`config.mk`:
```
export PLATFORM = sky130hd
export DESIGN_NAME = i2c_flag_ctrl
export DESIGN_NICKNAME = d
export VERILOG_FILES = /design/src/rtl/i2c_flag_pkg.sv /design/src/rtl/i2c_line_sync.sv /design/src/rtl/i2c_bus_cond.sv /design/src/rtl/i2c_pend_unit.sv /design/src/rtl/i2c_dir_unit.sv /design/src/rtl/i2c_flag_ctrl.sv
export SDC_FILE = /design/constraint.sdc
export NUM_CORES = 1
export LEC_CHECK = 0
export ABC_AREA = 1
export BUFFER_PORTS_ARGS = -buffer_cell sky130_fd_sc_hd__buf_2
export CAP_MARGIN = 20
export CORE_MARGIN = 2
export CORE_UTILIZATION = 49
export CTS_BUF_LIST = sky130_fd_sc_hd__clkbuf_4
export DETAILED_ROUTE_END_ITERATION = 6
export PLACE_DENSITY = 0.87
export SYNTH_ARGS = -nofsm -noshare
export SYNTH_HDL_FRONTEND = slang
export SYNTH_HIERARCHICAL = 1
export SYNTH_SLANG_ARGS = --single-unit
```
`constraint.sdc`:
```
create_clock -name clk -period 1.95 [get_ports clk]
set_clock_uncertainty 0.2 [all_clocks]
set_input_delay 0.39 -clock clk [delete_from_list [all_inputs] [get_ports clk]]
set_output_delay 0.39 -clock clk [all_outputs]
set_load 0.01 [all_outputs]
```
`src/rtl/i2c_flag_pkg.sv`:
```
package i2c_flag_pkg;

  typedef logic [15:0] cnt_t;

  // Saturating increment used by the SCL high-time filter.
  function automatic cnt_t sat_inc(cnt_t c, cnt_t lim);
    return (c >= lim) ? lim : c + 16'd1;
  endfunction

  // SCL has been high long enough to qualify an SDA edge.
  function automatic logic filt_ok(cnt_t c, cnt_t min_hi);
    return c >= min_hi;
  endfunction

  // Hardware reasons to drop the direction flag.
  typedef struct packed {
    logic arb;
    logic stop;
    logic blocked;
    logic slv_start;
    logic slv_nack;
  } dir_clr_t;

endpackage

```
`src/rtl/i2c_line_sync.sv`:
```
module i2c_line_sync #(
  parameter int STAGES = 2
) (
  input  logic clk,
  input  logic rst_n,
  input  logic d,
  output logic q
);
  logic [STAGES-1:0] chain;

  generate
    for (genvar i = 0; i < STAGES; i++) begin : g_stage
      always_ff @(posedge clk or negedge rst_n) begin
        if (!rst_n) chain[i] <= 1'b1;
        else if (i == 0) chain[i] <= d;
        else chain[i] <= chain[(i == 0) ? 0 : i-1];
      end
    end
  endgenerate

  assign q = chain[STAGES-1];
endmodule

```
`src/rtl/i2c_bus_cond.sv`:
```
module i2c_bus_cond
  import i2c_flag_pkg::*;
#(
  parameter int SYNC_STAGES = 2,
  parameter int FILT_W      = 4
) (
  input  logic              clk,
  input  logic              rst_n,
  input  logic              en,
  input  logic              scl_in,
  input  logic              sda_in,
  input  logic [FILT_W-1:0] scl_hi_min,
  output logic              start_det,
  output logic              stop_det,
  output logic              busy
);
  localparam cnt_t CNT_MAX = cnt_t'((1 << FILT_W) - 1);

  logic scl_s, sda_s, sda_d, scl_ok;
  logic [FILT_W-1:0] hi_cnt;

  i2c_line_sync #(.STAGES(SYNC_STAGES)) u_scl_sync (
    .clk(clk), .rst_n(rst_n), .d(scl_in), .q(scl_s));
  i2c_line_sync #(.STAGES(SYNC_STAGES)) u_sda_sync (
    .clk(clk), .rst_n(rst_n), .d(sda_in), .q(sda_s));

  always_ff @(posedge clk or negedge rst_n) begin
    if (!rst_n) begin
      sda_d  <= 1'b1;
      hi_cnt <= '0;
    end else begin
      sda_d  <= sda_s;
      hi_cnt <= scl_s ? FILT_W'(sat_inc(cnt_t'(hi_cnt), CNT_MAX)) : '0;
    end
  end

  assign scl_ok    = scl_s & filt_ok(cnt_t'(hi_cnt), cnt_t'(scl_hi_min));
  assign start_det = en & scl_ok & sda_d & ~sda_s;
  assign stop_det  = en & scl_ok & ~sda_d & sda_s;

  always_ff @(posedge clk or negedge rst_n) begin
    if (!rst_n)         busy <= 1'b0;
    else if (!en)       busy <= 1'b0;
    else if (start_det) busy <= 1'b1;
    else if (stop_det)  busy <= 1'b0;
  end
endmodule

```
`src/rtl/i2c_pend_unit.sv`:
```
module i2c_pend_unit (
  input  logic clk,
  input  logic rst_n,
  input  logic en,
  input  logic is_master,
  input  logic addr_free,
  input  logic ack_clk_mode,
  input  logic wait_en,
  input  logic byte_done,
  input  logic data_done,
  input  logic addr_done,
  input  logic addr_match,
  input  logic gen_call,
  input  logic wr_data,
  input  logic wr_clkctl,
  output logic pend_n,
  output logic irq,
  output logic clr_ev,
  output logic set_ev
);
  logic wait_q, clr_wait, clr_addr, rel_clk, pend_d;

  assign clr_wait = data_done & ack_clk_mode & wait_en;
  assign clr_addr = addr_done & ~is_master & (addr_free | addr_match | gen_call);
  assign clr_ev   = byte_done | clr_wait | clr_addr;
  assign rel_clk  = wr_clkctl & wait_en & wait_q;
  assign set_ev   = wr_data | rel_clk;

  always_comb begin
    if (!en)         pend_d = 1'b1;
    else if (clr_ev) pend_d = 1'b0;
    else if (set_ev) pend_d = 1'b1;
    else             pend_d = pend_n;
  end

  always_ff @(posedge clk or negedge rst_n) begin
    if (!rst_n) begin
      pend_n <= 1'b1;
      irq    <= 1'b0;
      wait_q <= 1'b0;
    end else begin
      pend_n <= pend_d;
      irq    <= pend_n & ~pend_d;
      if (!en)                     wait_q <= 1'b0;
      else if (clr_wait)           wait_q <= 1'b1;
      else if (set_ev && !clr_ev)  wait_q <= 1'b0;
    end
  end
endmodule

```
`src/rtl/i2c_dir_unit.sv`:
```
module i2c_dir_unit
  import i2c_flag_pkg::*;
(
  input  logic clk,
  input  logic rst_n,
  input  logic en,
  input  logic is_master,
  input  logic addr_free,
  input  logic addr_match,
  input  logic rx_rw,
  input  logic arb_lost,
  input  logic stop_det,
  input  logic start_det,
  input  logic start_blocked,
  input  logic nack,
  input  logic dir_wr,
  input  logic dir_val,
  output logic dir_tx,
  output logic hw_clr,
  output logic hw_set
);
  dir_clr_t why;

  assign why.arb       = arb_lost;
  assign why.stop      = stop_det;
  assign why.blocked   = start_blocked;
  assign why.slv_start = start_det & ~is_master;
  assign why.slv_nack  = nack & ~is_master;
  assign hw_clr        = |why;
  assign hw_set        = ~is_master & ~addr_free & addr_match & rx_rw;

  always_ff @(posedge clk or negedge rst_n) begin
    if (!rst_n)      dir_tx <= 1'b0;
    else if (!en)    dir_tx <= 1'b0;
    else if (hw_clr) dir_tx <= 1'b0;
    else if (hw_set) dir_tx <= 1'b1;
    else if (dir_wr) dir_tx <= dir_val;
  end
endmodule

```
`src/rtl/i2c_flag_ctrl.sv`:
```
module i2c_flag_ctrl #(
  parameter int SYNC_STAGES = 2,
  parameter int FILT_W      = 4
) (
  input  logic              clk,
  input  logic              rst_n,
  input  logic              en,
  input  logic              scl_in,
  input  logic              sda_in,
  input  logic [FILT_W-1:0] scl_hi_min,
  input  logic              is_master,
  input  logic              addr_free,
  input  logic              ack_clk_mode,
  input  logic              wait_en,
  input  logic              byte_done,
  input  logic              data_done,
  input  logic              addr_done,
  input  logic              addr_match,
  input  logic              gen_call,
  input  logic              rx_rw,
  input  logic              arb_lost,
  input  logic              nack,
  input  logic              start_blocked,
  input  logic              wr_data,
  input  logic              wr_clkctl,
  input  logic              dir_wr,
  input  logic              dir_val,
  output logic              pend_n,
  output logic              irq,
  output logic              scl_hold,
  output logic              bus_busy,
  output logic              dir_tx,
  output logic              start_det,
  output logic              stop_det
);
  // Named internal events, visible to the bound checker.
  logic pend_clr_ev, pend_set_ev, dir_hw_clr, dir_hw_set;

  i2c_bus_cond #(.SYNC_STAGES(SYNC_STAGES), .FILT_W(FILT_W)) u_bus (
    .clk(clk), .rst_n(rst_n), .en(en), .scl_in(scl_in), .sda_in(sda_in),
    .scl_hi_min(scl_hi_min), .start_det(start_det), .stop_det(stop_det),
    .busy(bus_busy));

  i2c_pend_unit u_pend (
    .clk(clk), .rst_n(rst_n), .en(en), .is_master(is_master),
    .addr_free(addr_free), .ack_clk_mode(ack_clk_mode), .wait_en(wait_en),
    .byte_done(byte_done), .data_done(data_done), .addr_done(addr_done),
    .addr_match(addr_match), .gen_call(gen_call), .wr_data(wr_data),
    .wr_clkctl(wr_clkctl), .pend_n(pend_n), .irq(irq),
    .clr_ev(pend_clr_ev), .set_ev(pend_set_ev));

  i2c_dir_unit u_dir (
    .clk(clk), .rst_n(rst_n), .en(en), .is_master(is_master),
    .addr_free(addr_free), .addr_match(addr_match), .rx_rw(rx_rw),
    .arb_lost(arb_lost), .stop_det(stop_det), .start_det(start_det),
    .start_blocked(start_blocked), .nack(nack), .dir_wr(dir_wr),
    .dir_val(dir_val), .dir_tx(dir_tx), .hw_clr(dir_hw_clr),
    .hw_set(dir_hw_set));

  assign scl_hold = ~pend_n;
endmodule

```
==> out/metrics.yaml <==
fin_crit_sh_pct: 109
status: "complete, but fails checks"
num_io_pins: 33
synth_warnings: 6
core_um2: 1520
ant_nets: 0
num_vias: 809
ir_worst_vdd_mv: 0.601
clock_path_buffers: 2
syn_inst: 102
drc: 0
reg2reg_from: "u_bus/hi_cnt[3]"
dr.pass1.iters: 4
crit_type: "flip-flop to primary output"
antenna_cells: 0
nFillCells: 106
grt_pass1_wl_mm: 3.07
syn-cell-area_um2: 803
grt_pass1_vias: 764
reg2reg_slack_ns: 0.06
multi_input_area_um2: 374
grt_max_degree: 15
antenna_found_initial: 0
dp_slack_ns: -0.0339
register_area_um2: 358
worst_pin_slew_ns: 0.291
die_w_um: 44.5
worstPathMaxFanout: 3
max_freq_mhz: 470
syn_avg_cell_area_um2: 7.88
syn_to_final_growth_pct: 43.5
die_y_um: 44.5
p_leak_uw: 0.000702
grt_overflow: 0
violations: "negative setup slack"
place_hpwl_mm: 1.32
path_clk_slew_ns: 0.08
timing.final.hold_violations: 0
drive_above_1_share_pct: 45.6
startpoint_type: "flip-flop"
worstPathRequired_ns: 1.36
slew_violations: 0
end_kind: "primary output"
holdCritStartpoint: "u_bus/u_sda_sync/chain[0]"
drtIter0Drc: 16
fin_ws_ns: -0.176
rsz0062_at_grt: "yes"
holdPathStages: 0
hp-class: "flip-flop to flip-flop"
post_drt_wl_per_cell_um: 11.3
clock_latency_ns: 0.27
setup_viol: 2
vias_per_cell: 4.90
r2r_cells: 10
post-place-cells: 152
globalplace.congestion: 0.802
finalWirelength_mm: 1.87
cts_tree: "done"
finalCriticalPeriod_ns: 2.13
layout.cells.non_filler: 165
h-tree-depth: 1
regToRegEndpoint: "u_dir/dir_tx"
maxCapViolations: 0
final_nets: 181
relSlewSlack_pct: 80.6
power_density_nw_per_um2: 541
rows: 14
cts-buffers-inserted: 3
hold_end: "u_bus/u_sda_sync/q"
start_util_pct: 52.7
root_buffer: "clkbuf_4"
track_usage_pct: 22.0
clock_sinks: 14
design.die.area_um2: 1980
io_buffers: 32
critPathArrivalTime_ns: 1.54
synth_nets: 133
[registers in the layout (all words and copies together), names as in the netlist]
signal,cells
u_bus/u_sda_sync/chain,1
u_bus/u_scl_sync/q,1
u_bus/busy,1
u_pend/pend_n,1
u_bus/sda_d,1
u_bus/u_sda_sync/q,1
u_pend/wait_q,1
u_pend/irq,1
u_bus/hi_cnt,4
u_bus/u_scl_sync/chain,1
u_dir/dir_tx,1
[power breakdown]
| group | switching [uW] | total (uW) | internal, uW |
|---|---|---|---|
| logic | 71.0 | 139 | 67.7 |
| registers | 10.7 | 322 | 311 |
| clock network | 89.3 | 163 | 74.1 |
[worst max-delay path, cell delays in order (launching register included)]
cell     delay (ns)
dfrtp_1        0.43
ha_4           0.30
nand4_1        0.11
nand3_2        0.11
nand4_1        0.10
inv_1          0.09
buf_2          0.13
[cells in the final DEF, fill, tap and decap left out, drive strengths merged]
| master | count |
|---|---|
| ha | 5 |
| nand4 | 3 |
| inv | 29 |
| o21bai | 1 |
| nor3 | 1 |
| nand3 | 10 |
| a211oi | 1 |
| a21oi | 4 |
| nor2 | 7 |
| clkbuf | 3 |
| dfrtp | 8 |
| dlygate4sd3 | 3 |
| o21ai | 1 |
| clkinv | 3 |
| nand2 | 24 |
| buf | 40 |
| dfstp | 6 |
[how the worst max path moves through the flow]
stage | from | to | slack (ns) | cells after the start
after detailed placement | scl_hi_min[3] | start_det | -0.03 | 8
final | u_bus/hi_cnt[3] | start_det | -0.18 | 6
after floorplan | scl_hi_min[3] | start_det | 0.21 | 6
after global placement | scl_hi_min[3] | start_det | -0.01 | 8
after CTS | u_bus/hi_cnt[1] | start_det | -0.15 | 8
after global routing | u_bus/hi_cnt[3] | start_det | -0.26 | 8
[final cells by class]
class / count / share of cell area [%]
flip-flops and latches: 14 / 31.1
well taps: 16 / 1.74
inverters: 31 / 10.2
clock buffers: 3 / 1.95
repair buffers: 43 / 22.3
clock inverters: 1 / 0.326
multi-input cells: 57 / 32.5
[stage by stage]
stage	setup TNS, ns	total power [uW]	hold WS, ns	util, %	area [um^2]
after global routing	-0.506	660	0.163	75.6	1150
after global placement	-0.0119	430	0.0891	65.5	998
after CTS	-0.219	618	0.00275	74.0	1130
after detailed placement	-0.0339	438	0.0931	65.5	998
final	-0.269	624	0.158	75.6	1150
after floorplan	0	383	-0.106	-	803
[per-layer routing]
layer	up-vias	part of all wire, %	track usage, %	routed length [um]
met1	362	36	21.8	682
met2	37	56	42.9	1050
met5	-	0	0	0
li1	402	-	-	-
met4	0	2.4	10.9	44
met3	8	5.1	3.67	95
[what timing repair did]
action / 4_1_cts / 5_1_grt
gates cloned: 0 / 0
gates resized for setup: 6 / 2
buffers inserted: 6 / 0
hold buffers: 1 / 2
hold endpoints to repair: 8 / 2
endpoints found under the setup margin: 2 / 3
pin swaps: 0 / 5
(Power assumes the default switching activity.)
